$ cat config.mk
export PLATFORM = sky130hd
export DESIGN_NAME = freq_meter
export DESIGN_NICKNAME = d
export VERILOG_FILES = /design/src/rtl/freq_meter.sv
export SDC_FILE = /design/constraint.sdc
export NUM_CORES = 1
export LEC_CHECK = 0
export BUFFER_PORTS_ARGS = -buffer_cell sky130_fd_sc_hd__clkbuf_2
export CAP_MARGIN = 20
export CORE_MARGIN = 10
export CORE_UTILIZATION = 30
export DETAILED_ROUTE_END_ITERATION = 8
export GPL_TIMING_DRIVEN = 0
export HOLD_SLACK_MARGIN = 0.15
export MAX_ROUTING_LAYER = met4
export PLACE_DENSITY = 0.54
export SKIP_LAST_GASP = 1
export SLEW_MARGIN = 40
export SYNTH_ARGS = -nofsm -noshare
export SYNTH_HDL_FRONTEND = slang
export SYNTH_SLANG_ARGS = --single-unit
$ cat constraint.sdc
create_clock -name clk -period 4.3 [get_ports clk]
set_input_delay 0.86 -clock clk [delete_from_list [all_inputs] [get_ports clk]]
set_output_delay 0.86 -clock clk [all_outputs]
set_load 0.005 [all_outputs]
$ cat src/rtl/freq_meter.sv
module freq_meter #(
  parameter int CNT_W = 16,
  parameter int WIN_W = 16,
  parameter int SEL_W = 3,
  localparam int NSRC = 1 << SEL_W
) (
  input  logic             clk,
  input  logic             rst_n,
  input  logic             wr_en,
  input  logic [1:0]       addr,
  input  logic [15:0]      wdata,
  output logic [15:0]      rdata,
  input  logic [NSRC-1:0]  meas_tick,
  input  logic [NSRC-1:0]  fix_tick
);
  localparam logic [CNT_W-1:0] CMAX = {CNT_W{1'b1}};

  logic [SEL_W-1:0] msel_q, fsel_q;
  logic             ref_q, en_q, srst_q, busy_q, gate_q;
  logic [WIN_W-1:0] win_q, pcnt_q;
  logic [CNT_W-1:0] cnt_q, data_q;

  wire ctrl_wr = wr_en && addr == 2'd0;
  wire start   = ctrl_wr && wdata[15] && !en_q && ref_q && wdata[4];
  wire stop    = ctrl_wr && !wdata[15] && busy_q;
  wire mtk     = meas_tick[msel_q];
  wire ftk     = fix_tick[fsel_q];
  wire [CNT_W-1:0] cnt_nx = (mtk && cnt_q != CMAX) ? cnt_q + CNT_W'(1) : cnt_q;

  always_comb begin
    rdata = '0;
    case (addr)
      2'd0: begin
        rdata[15] = en_q;
        rdata[4]  = ref_q;
        rdata[3]  = busy_q;
        rdata[SEL_W-1:0] = msel_q;
      end
      2'd1: rdata[WIN_W-1:0] = win_q;
      2'd2: rdata[CNT_W-1:0] = data_q;
      default: begin
        rdata[8] = srst_q;
        rdata[SEL_W-1:0] = fsel_q;
      end
    endcase
  end

  always_ff @(posedge clk or negedge rst_n) begin
    if (!rst_n) begin
      msel_q <= '0; fsel_q <= '0; ref_q <= 1'b0; en_q <= 1'b0;
      srst_q <= 1'b0; win_q <= '0;
    end else if (wr_en) begin
      case (addr)
        2'd0: begin
          msel_q <= wdata[SEL_W-1:0];
          ref_q  <= wdata[4];
          en_q   <= wdata[15];
        end
        2'd1: win_q <= wdata[WIN_W-1:0];
        2'd3: begin
          fsel_q <= wdata[SEL_W-1:0];
          srst_q <= wdata[8];
        end
        default: ;
      endcase
    end
  end

  always_ff @(posedge clk or negedge rst_n) begin
    if (!rst_n) begin
      busy_q <= 1'b0; gate_q <= 1'b0; pcnt_q <= '0; cnt_q <= '0; data_q <= '0;
    end else if (srst_q) begin
      busy_q <= 1'b0; gate_q <= 1'b0; pcnt_q <= '0; cnt_q <= '0; data_q <= '0;
    end else if (start) begin
      busy_q <= 1'b1; gate_q <= 1'b0; pcnt_q <= '0; cnt_q <= '0;
    end else if (stop) begin
      busy_q <= 1'b0; gate_q <= 1'b0;
    end else if (busy_q) begin
      if (!gate_q) begin
        if (ftk) gate_q <= 1'b1;
      end else begin
        cnt_q <= cnt_nx;
        if (ftk) begin
          if (pcnt_q == win_q) begin
            data_q <= cnt_nx;
            busy_q <= 1'b0;
            gate_q <= 1'b0;
          end else begin
            pcnt_q <= pcnt_q + WIN_W'(1);
          end
        end
      end
    end
  end

  assert_start_needs_ref_R3: assert property (@(posedge clk) disable iff (!rst_n)
    $rose(busy_q) |-> ref_q);

  assert_result_holds_R7: assert property (@(posedge clk) disable iff (!rst_n)
    (!$past(busy_q) && !$past(srst_q)) |-> $stable(data_q));

  assert_no_wrap_R8: assert property (@(posedge clk) disable iff (!rst_n)
    (cnt_q == CMAX && !start && !srst_q) |=> cnt_q == CMAX);

  assert_soft_reset_clears_R10: assert property (@(posedge clk) disable iff (!rst_n)
    srst_q |=> (!busy_q && data_q == '0));
endmodule

==> results of run 1 <==
==> power groups by stage <==
stage / Clock (mW) / Sequential (mW) / Combinational (mW)
floorplan: 0 / 0.795 / 0.185
global placement: 0 / 0.815 / 0.283
detailed placement: 0 / 0.817 / 0.294
CTS: 0.782 / 0.804 / 0.295
global route: 0.811 / 0.809 / 0.322
finish: 0.760 / 0.804 / 0.293
==> cell families (layout without fill, tap and decap cells) <==
group,after synthesis,after routing,synth area share
flip-flops,75,75,0.436
AND/OR/NAND/NOR,140,140,0.183
AO/OA/AOI/OAI,79,79,0.133
XOR/XNOR,41,41,0.0834
buffers and inverters,37,106,0.0334
multiplexers,41,41,0.111
adder cells (fa/ha/maj),7,7,0.0203
==> metrics by stage <==
stage          hold slack (ns)  instance area (sq um)   util  power, mW
6_report                 0.352                   5130  0.367       1.86
5_1_grt                  0.344                   5130  0.367       1.94
4_1_cts                  0.347                   5130  0.367       1.88
3_5_place_dp             0.475                   4830  0.346       1.11
3_3_place_gp             0.475                   4790  0.343       1.10
2_1_floorplan            0.455                   4310      -      0.981
==> how the worst max path moves through the flow <==
stage	startpoint	slack, ns	cells past startpoint	endpoint
global placement	addr[0]	0.71	9	data_q[8]$_DFFE_PN0P_
finish	addr[1]	0.79	8	rdata[8]
floorplan	addr[0]	1.57	6	rdata[0]
global route	addr[1]	0.65	8	rdata[8]
detailed placement	addr[0]	0.87	8	rdata[8]
CTS	addr[1]	0.85	8	rdata[8]
==> routing by layer <==
layer,vias to the layer above,GRT usage
met5,-,-
met4,0,0.0446
met3,15,0.0327
met2,105,0.173
met1,1797,0.183
li1,1712,-
==> worst reg2reg max path, stage by stage (launching register included) <==
cell	delay [ns]
sky130_fd_sc_hd__dfrtp_1	0.43
sky130_fd_sc_hd__xor2_1	0.16
sky130_fd_sc_hd__nor4_1	0.56
sky130_fd_sc_hd__and4_1	0.32
sky130_fd_sc_hd__clkbuf_1	0.33
sky130_fd_sc_hd__buf_2	0.30
sky130_fd_sc_hd__nand3_1	0.28
sky130_fd_sc_hd__clkbuf_1	0.33
sky130_fd_sc_hd__o2bb2ai_1	0.20
==> sequential cells by signal, indices dropped and copies added, names as in the netlist <==
| register | flops |
|---|---|
| busy_q | 1 |
| cnt_q | 16 |
| gate_q | 1 |
| srst_q | 1 |
| msel_q | 3 |
| fsel_q | 3 |
| pcnt_q | 16 |
| win_q | 16 |
| en_q | 1 |
| data_q | 16 |
| ref_q | 1 |
==> placed cells by master, fill, tap and decap left out, types with 4 or more instances in the layout <==
master and n:
sky130_fd_sc_hd__dfrtp_1 75, sky130_fd_sc_hd__clkbuf_2 51, sky130_fd_sc_hd__mux2_2 25, sky130_fd_sc_hd__clkbuf_1 24
sky130_fd_sc_hd__xnor2_1 22, sky130_fd_sc_hd__nor2_1 21, sky130_fd_sc_hd__xor2_1 19, sky130_fd_sc_hd__nand2_1 18
sky130_fd_sc_hd__nor4_1 18, sky130_fd_sc_hd__a21oi_1 17, sky130_fd_sc_hd__o2bb2ai_1 16, sky130_fd_sc_hd__nand3_1 14
sky130_fd_sc_hd__mux2i_1 13, sky130_fd_sc_hd__o31ai_1 13, sky130_fd_sc_hd__nand4_1 12, sky130_fd_sc_hd__or4_1 12
sky130_fd_sc_hd__a22oi_1 10, sky130_fd_sc_hd__nor2b_1 10, sky130_fd_sc_hd__inv_1 10, sky130_fd_sc_hd__nor3_1 10
sky130_fd_sc_hd__clkbuf_16 9, sky130_fd_sc_hd__o21ai_0 8, sky130_fd_sc_hd__ha_1 7, sky130_fd_sc_hd__a222oi_1 6
sky130_fd_sc_hd__or2_2 5, sky130_fd_sc_hd__or3_1 5, sky130_fd_sc_hd__and4_1 4
==> area by class of cell <==
| class | count | area (sq um) | share of cell area |
|---|---|---|---|
| multi-input cells | 308 | 2290 | 0.446 |
| clock inverters | 2 | 35.0 | 0.00683 |
| plain buffers | 27 | 106 | 0.0207 |
| inverters | 10 | 37.5 | 0.00732 |
| well taps | 180 | 225 | 0.0439 |
| clock buffers | 13 | 260 | 0.0507 |
| repair buffers | 54 | 302 | 0.0588 |
| flip-flops and latches | 75 | 1880 | 0.366 |
==> results summary, run 1 <==
The I/O pin count came out at 53. The number of different library cells in the post-synthesis netlist is 45. The share of synthesized registers carrying an async set or reset came out at 1.00. The amount of wire on met3 after detailed routing is 575 um.

After detailed placement, the design holds a cell count of 654. For the worst-skew pair, the clock arrives at the later sink with an insertion delay of 0.35 ns. The sequential fraction of the synthesis area is 0.436. The count of buffers added on input and output ports is 52. By area the synthesized netlist is led by sky130_fd_sc_hd__dfrtp_1, sky130_fd_sc_hd__mux2_2, sky130_fd_sc_hd__xnor2_1, sky130_fd_sc_hd__xor2_1, sky130_fd_sc_hd__o2bb2ai_1. Counting cells, the worst reg-to-reg path comes to 8. Counting flops with a built-in enable in the synthesized netlist gives 0. The worst slew slack as a fraction of its limit is 0.510. The maximum fanout along the worst path came out at 10.

After clock tree synthesis, the repair step resized 0 gates. From left edge to right edge, the die measures 140 um. The internal portion of the total power is 1.35 mW. The layout net count came out at 529. The total power per unit cell area is 362 nW/um^2. The wire length per cell after detailed routing is 18.4 um. The combined buffer and inverter count along the critical path is 5. Traced cell by cell, the critical path runs through clkbuf_2 -> inv_1 -> ha_1 -> clkbuf_1 -> clkbuf_1 -> a22oi_1 -> o21ai_0 -> clkbuf_2. The mean area per synthesized cell is 10.3 sq um.

sky130_fd_sc_hd__dfrtp_1 is the most common cell in the netlist. The per-cell via count in the routed design is 5.42. The final critical-path setup slack is 0.788 ns. The clock tree root driver cell is sky130_fd_sc_hd__clkbuf_16. The critical path in this run is classified as primary input to output pin. The iteration-0 DRC count of the detailed router is 401. The final worst-path cycle share came out at 0.817. The most used flip-flop cell after synthesis is sky130_fd_sc_hd__dfrtp_1. After synthesis the netlist holds a flip-flop and latch count of 75. The post-route clock skew is 0.0109 ns.

The via count of the first global-routing pass came out at 3733. The CTS sink count is 75. The part of the total power dissipated in sequential elements came out at 0.433.

The number of vias after detailed routing came out at 3629. The worst endpoint required time is 3.44 ns. Adding up every negative setup slack in the final design gives 0 ns. The pre-CTS setup slack came out at 0.872 ns. The routability congestion estimate is 0.889.

The post-synthesis cell count came out at 420. The total routing resource utilization after global routing is 0.129. The total overflow reported by the global router is 0.

The largest net degree at the start of global routing came out at 65. The total net switching power came out at 0.502 mW. The mapped cell area is 4310 sq um.

The number of H-tree branching levels is 3. The routed wire length on met2 is 5180 um. The maximum clock path buffer count came out at 2. sky130_fd_sc_hd__dfrtp_1 takes more of the synthesized area than any other cell. The delay of the slowest critical-path stage is 0.46 ns.

Sorting the synthesized cells by how often they occur yields sky130_fd_sc_hd__dfrtp_1, sky130_fd_sc_hd__mux2_2, sky130_fd_sc_hd__clkbuf_1, sky130_fd_sc_hd__xnor2_1, sky130_fd_sc_hd__nor2_1. TritonCTS built the clock tree. The run finished with clean final reports.

The floorplan step set the die height to 140 um. The worst vdd rail ir drop is 184 uV. STA classifies the critical path startpoint as a primary input. From synthesis to final layout, the design area changed by 19.1%. Of the total power, combinational logic draws 0.158. The effective utilization at floorplan is 0.308. The number of pins exceeding their max-slew limit in the final report came to 0. The number of antenna violations at the first check in global routing came to 0. The share of layout cells above drive strength 1 came out at 0.213. The element type at the critical path end is an output pin. The min-delay analysis places its worst path in the category primary input to asynchronous set/reset pin. The number of endpoints with negative hold slack in the final report came out at 0. The area share of the largest cell type after synthesis is 0.436. The signal arrival time at the worst endpoint came out at 2.65 ns.

The actual transition at the worst max-transition pin came out at 0.726 ns. The floorplan step defined a core boundary enclosing 14000 sq um. The number of iterations in the first detailed-routing pass came out at 7. The share of total power consumed by net switching is 0.270.

The number of setup buffers added after CTS came out at 0. The finished layout holds 669 standard cells, fillers aside. The clock-pin slew of the registers on the worst-case setup and hold paths came out at 0.06 ns. The post-synth net total came out at 464. For this run, design rule violations remaining after detail routing come to 0. The HPWL after detailed placement is 9260 um. Setup repair after global routing left no endpoint under its margin. The minimum setup slack among reg-to-reg paths came out at 1.30 ns.

The die covers 19500 sq um. The total wire length came out at 12300 um. The highest-delay cell along the critical path is sky130_fd_sc_hd__clkbuf_1. The number of antenna repair diodes is 0.

The count of nets left with antenna violations once routing finished came out at 0. For this block, wires on met1 add up to 6270 um. The setup violation total in the final timing report came out at 0.

The number of clock buffers added by TritonCTS is 9. The top layer used by detailed routing is met4. The startpoint of the most critical register-to-register path is pcnt_q[13]$_DFFE_PN0P_. The total of hold buffers inserted after clock tree synthesis is 0. The kind of cell with the highest combined delay along the critical path is buffers and inverters. Across the run, the number of max-cap violations was 0. The clock network fraction of design power came out at 0.409. The highest attainable clock frequency is 0.285 GHz. Subtracting the final worst setup slack from the clock period gives 3.51 ns. The leakage component of the power came out at 2.07 nW.

The warning count from the yosys run is 0. The count of fill cells added during filler insertion is 1414. The endpoint identified for the worst register-to-register timing path is data_q[14]$_DFFE_PN0P_.

The first global-routing pass estimated 20100 um of wire. The number of rows in the core area is 43.
No activity file was read; power rests on OpenSTA's default activity.
==> inputs of run 2 (changes only) <==
PLACE_DENSITY = 0.55   (was 0.54)
clock period = 3.2 ns   (was 4.3 ns; I/O delays follow)
==> run 2 against run 1 <==
Against the previous run: via count is 0.41% lower; register-to-register slack got worse by 0.96 ns; global-route usage decreased by 0.47 points; critical endpoint unchanged; flip-flop and latch count unchanged; die area is the same; total power up 45%; clock power up 61%.
==> results summary, run 2 (synthesis gave the netlist of run 1 again) <==
Wires add up to 12000 um. No sink is reached through more buffers than the 2 on the longest clock path. The effective utilization at floorplan is 0.308. The path type of the worst setup path is primary input to output pin.

The number of setup buffers added after CTS is 0. The number of H-tree branching levels came out at 3. The post-route clock skew came out at 0.00930 ns. The worst min-delay path class is flip-flop to flip-flop. The final standard cell area without fillers came out at 5210 sq um. Leaving out fill and tap cells, the most frequent cell in the layout is sky130_fd_sc_hd__dfrtp_1.

In this run the static leakage power is 2.11 nW. The clock tree root driver cell is sky130_fd_sc_hd__clkbuf_16. The setup violation total in the final timing report is 0.

The final worst-path cycle share is 0.946. The setup TNS after final layout came out at 0 ns. The depth of the critical timing path with buffers and inverters included came out at 8. The element type at the critical path end is an output pin. The number of pins exceeding their max-slew limit in the final report came out at 0. The startpoint of the worst setup timing path is addr[1]. The run finished with clean final reports. The number of iterations in the first detailed-routing pass is 5. The total overflow reported by the global router came out at 0. The post-route non-filler standard cell count came out at 671.

The register area came out at 1880 sq um. The number of antenna repair diodes came out at 0. After layout, the design draws a total of 2.70 mW.

The worst path in the final design needs a cycle of 3.03 ns, including I/O delays and setup. The critical path goes through clkbuf_2 -> inv_1 -> ha_1 -> clkbuf_1 -> clkbuf_1 -> a22oi_1 -> o21ai_0 -> clkbuf_2. At the end of routability-driven placement, the weighted congestion stood at 0.865. The via count of the first global-routing pass is 3643. The number of rows in the core area came out at 43.

The total power per unit cell area came out at 517 nW/um^2. The floorplan step defined a die boundary enclosing 19500 sq um. After detailed routing, the average wire length per cell comes to 17.9 um. In the layout the commonest cells are sky130_fd_sc_hd__dfrtp_1, sky130_fd_sc_hd__clkbuf_2, sky130_fd_sc_hd__mux2_2. The layout net count is 530. The number of buffer cells added on primary ports came out at 52. The clock buffer count from CTS came out at 9.

The delay of the slowest critical-path stage came out at 0.45 ns. The count of fill cells added during filler insertion is 1411. The number of antenna violations at the first check in global routing came out at 0.

The die boundary width came out at 140 um. The first global-routing pass estimated 19500 um of wire. The worst setup path is launched from a primary input. The startpoint of the most critical register-to-register path is pcnt_q[10]$_DFFE_PN0P_. The worst slew slack as a fraction of its limit is 0.507. The cell type group with the largest total delay on the critical path is buffers and inverters.

The iteration-0 DRC count of the detailed router came out at 351. The number of endpoints with negative hold slack in the final report came out at 0. The count of nets left with antenna violations once routing finished came out at 0. The minimum setup slack among reg-to-reg paths came out at 0.34 ns. After detailed placement, the total cell area comes to 4830 sq um. The actual transition at the worst max-transition pin is 0.730 ns.

The highest attainable clock frequency is 0.330 GHz. For this run, design rule violations remaining after detail routing come to 0. The largest net degree at the start of global routing came out at 65.

The cell depth of the worst min-delay path came out at 1. Along the worst path, the maximum fanout reaches 10. Pin placement for this block handled 53 I/O pins. The layout overhead on the synthesized area came out at 21.0%. Data arrives at the worst endpoint at 2.39 ns.

The critical path contains buffers and inverters numbering 5 combined. The CTS sink count is 75. The clock-pin slew of the registers on the worst-case setup and hold paths came out at 0.05 ns. Once placement completed, the tool counted placed cells totaling 654.

The area of combinational cells with multiple inputs came out at 2290 sq um. The share of layout cells above drive strength 1 is 0.220. TritonCTS built the clock tree. Across every metal layer, demand over resource in global routing totals 0.125.

At the worst endpoint, the required time is 2.56 ns. The per-cell via count in the routed design came out at 5.39. After floorplanning, the core was sized to cover 14000 sq um. The number of cells traversed by the worst register-to-register path is 8. In this run the critical register-to-register path is captured at data_q[7]$_DFFE_PN0P_. On the critical path, the stage with the largest delay is an instance of sky130_fd_sc_hd__clkbuf_1. The worst vdd rail ir drop is 231 uV. The detailed placement HPWL is 9160 um. The worst-skew pair later-pin latency came out at 0.35 ns.

The total of max-cap violations came out at 0. Summing over every cut layer, the via total after detailed routing is 3614. Following the worst setup path forward leads to its endpoint at rdata[8].

The y dimension of the die is 140 um. Setup repair after global routing left no endpoint under its margin.
## run 2: cell types whose count changed in the layout (fill, tap and decap cells not counted), sizes merged
cell         change
bufinv           +2
dlygate4sd3      +1
clkbuf           -1
## run 2: what timing repair did
action,CTS,global route
hold buffers,1,0
endpoints found under the setup margin,0,11
hold endpoints to repair,11,0
gates resized for setup,0,1
## run 2: worst min path at each step
stage,from,slack (ns),end
detailed placement,data_q[4]$_DFFE_PN0P_,0.48,data_q[4]$_DFFE_PN0P_
floorplan,rst_n,0.34,busy_q$_DFF_PN0_
finish,data_q[0]$_DFFE_PN0P_,0.50,data_q[0]$_DFFE_PN0P_
global placement,data_q[13]$_DFFE_PN0P_,0.48,data_q[13]$_DFFE_PN0P_
global route,data_q[0]$_DFFE_PN0P_,0.51,data_q[0]$_DFFE_PN0P_
CTS,data_q[8]$_DFFE_PN0P_,0.50,data_q[8]$_DFFE_PN0P_
## run 2: final cells by class
type | count | share of cell area
multi-input combinational | 308 | 0.440
sequential | 75 | 0.360
timing repair buffer | 55 | 0.0598
clock buffer | 12 | 0.0511
tap | 180 | 0.0432
buffer | 27 | 0.0204
clock inverter | 4 | 0.0182
inverter | 10 | 0.00720
## run 2: worst reg2reg max path, stage by stage, from the launching register on
cell and delay (ns):
sky130_fd_sc_hd__dfrtp_1 0.44, sky130_fd_sc_hd__xor2_1 0.18, sky130_fd_sc_hd__nor4_2 0.40, sky130_fd_sc_hd__and4_1 0.30, sky130_fd_sc_hd__clkbuf_1 0.33, sky130_fd_sc_hd__buf_2 0.32, sky130_fd_sc_hd__nand3_1 0.28, sky130_fd_sc_hd__clkbuf_1 0.33
sky130_fd_sc_hd__o2bb2ai_1 0.20
## run 2: power by group
part           leakage [nW]  switching (mW)  internal [mW]  total, mW
Combinational         0.939           0.223          0.171      0.394
Sequential            0.995          0.0713           1.01       1.08
Clock                 0.179           0.398          0.824       1.22
## run 2: metal layers
metal,track usage,vias up,part of all wire
li1,-,1720,-
met1,0.171,1779,0.51
met2,0.175,104,0.43
met3,0.0354,11,0.052
met4,0.0326,0,0.010
met5,-,-,0
## run 2: metrics by stage
step | hold WS [ns] | setup WS, ns | utilization
final | 0.498 | 0.173 | 0.373
after global routing | 0.515 | 0.0354 | 0.373
after CTS | 0.497 | 0.229 | 0.372
after detailed placement | 0.482 | 0.0160 | 0.346
after global placement | 0.476 | -0.162 | 0.343
after floorplan | 0.344 | 0.814 | -
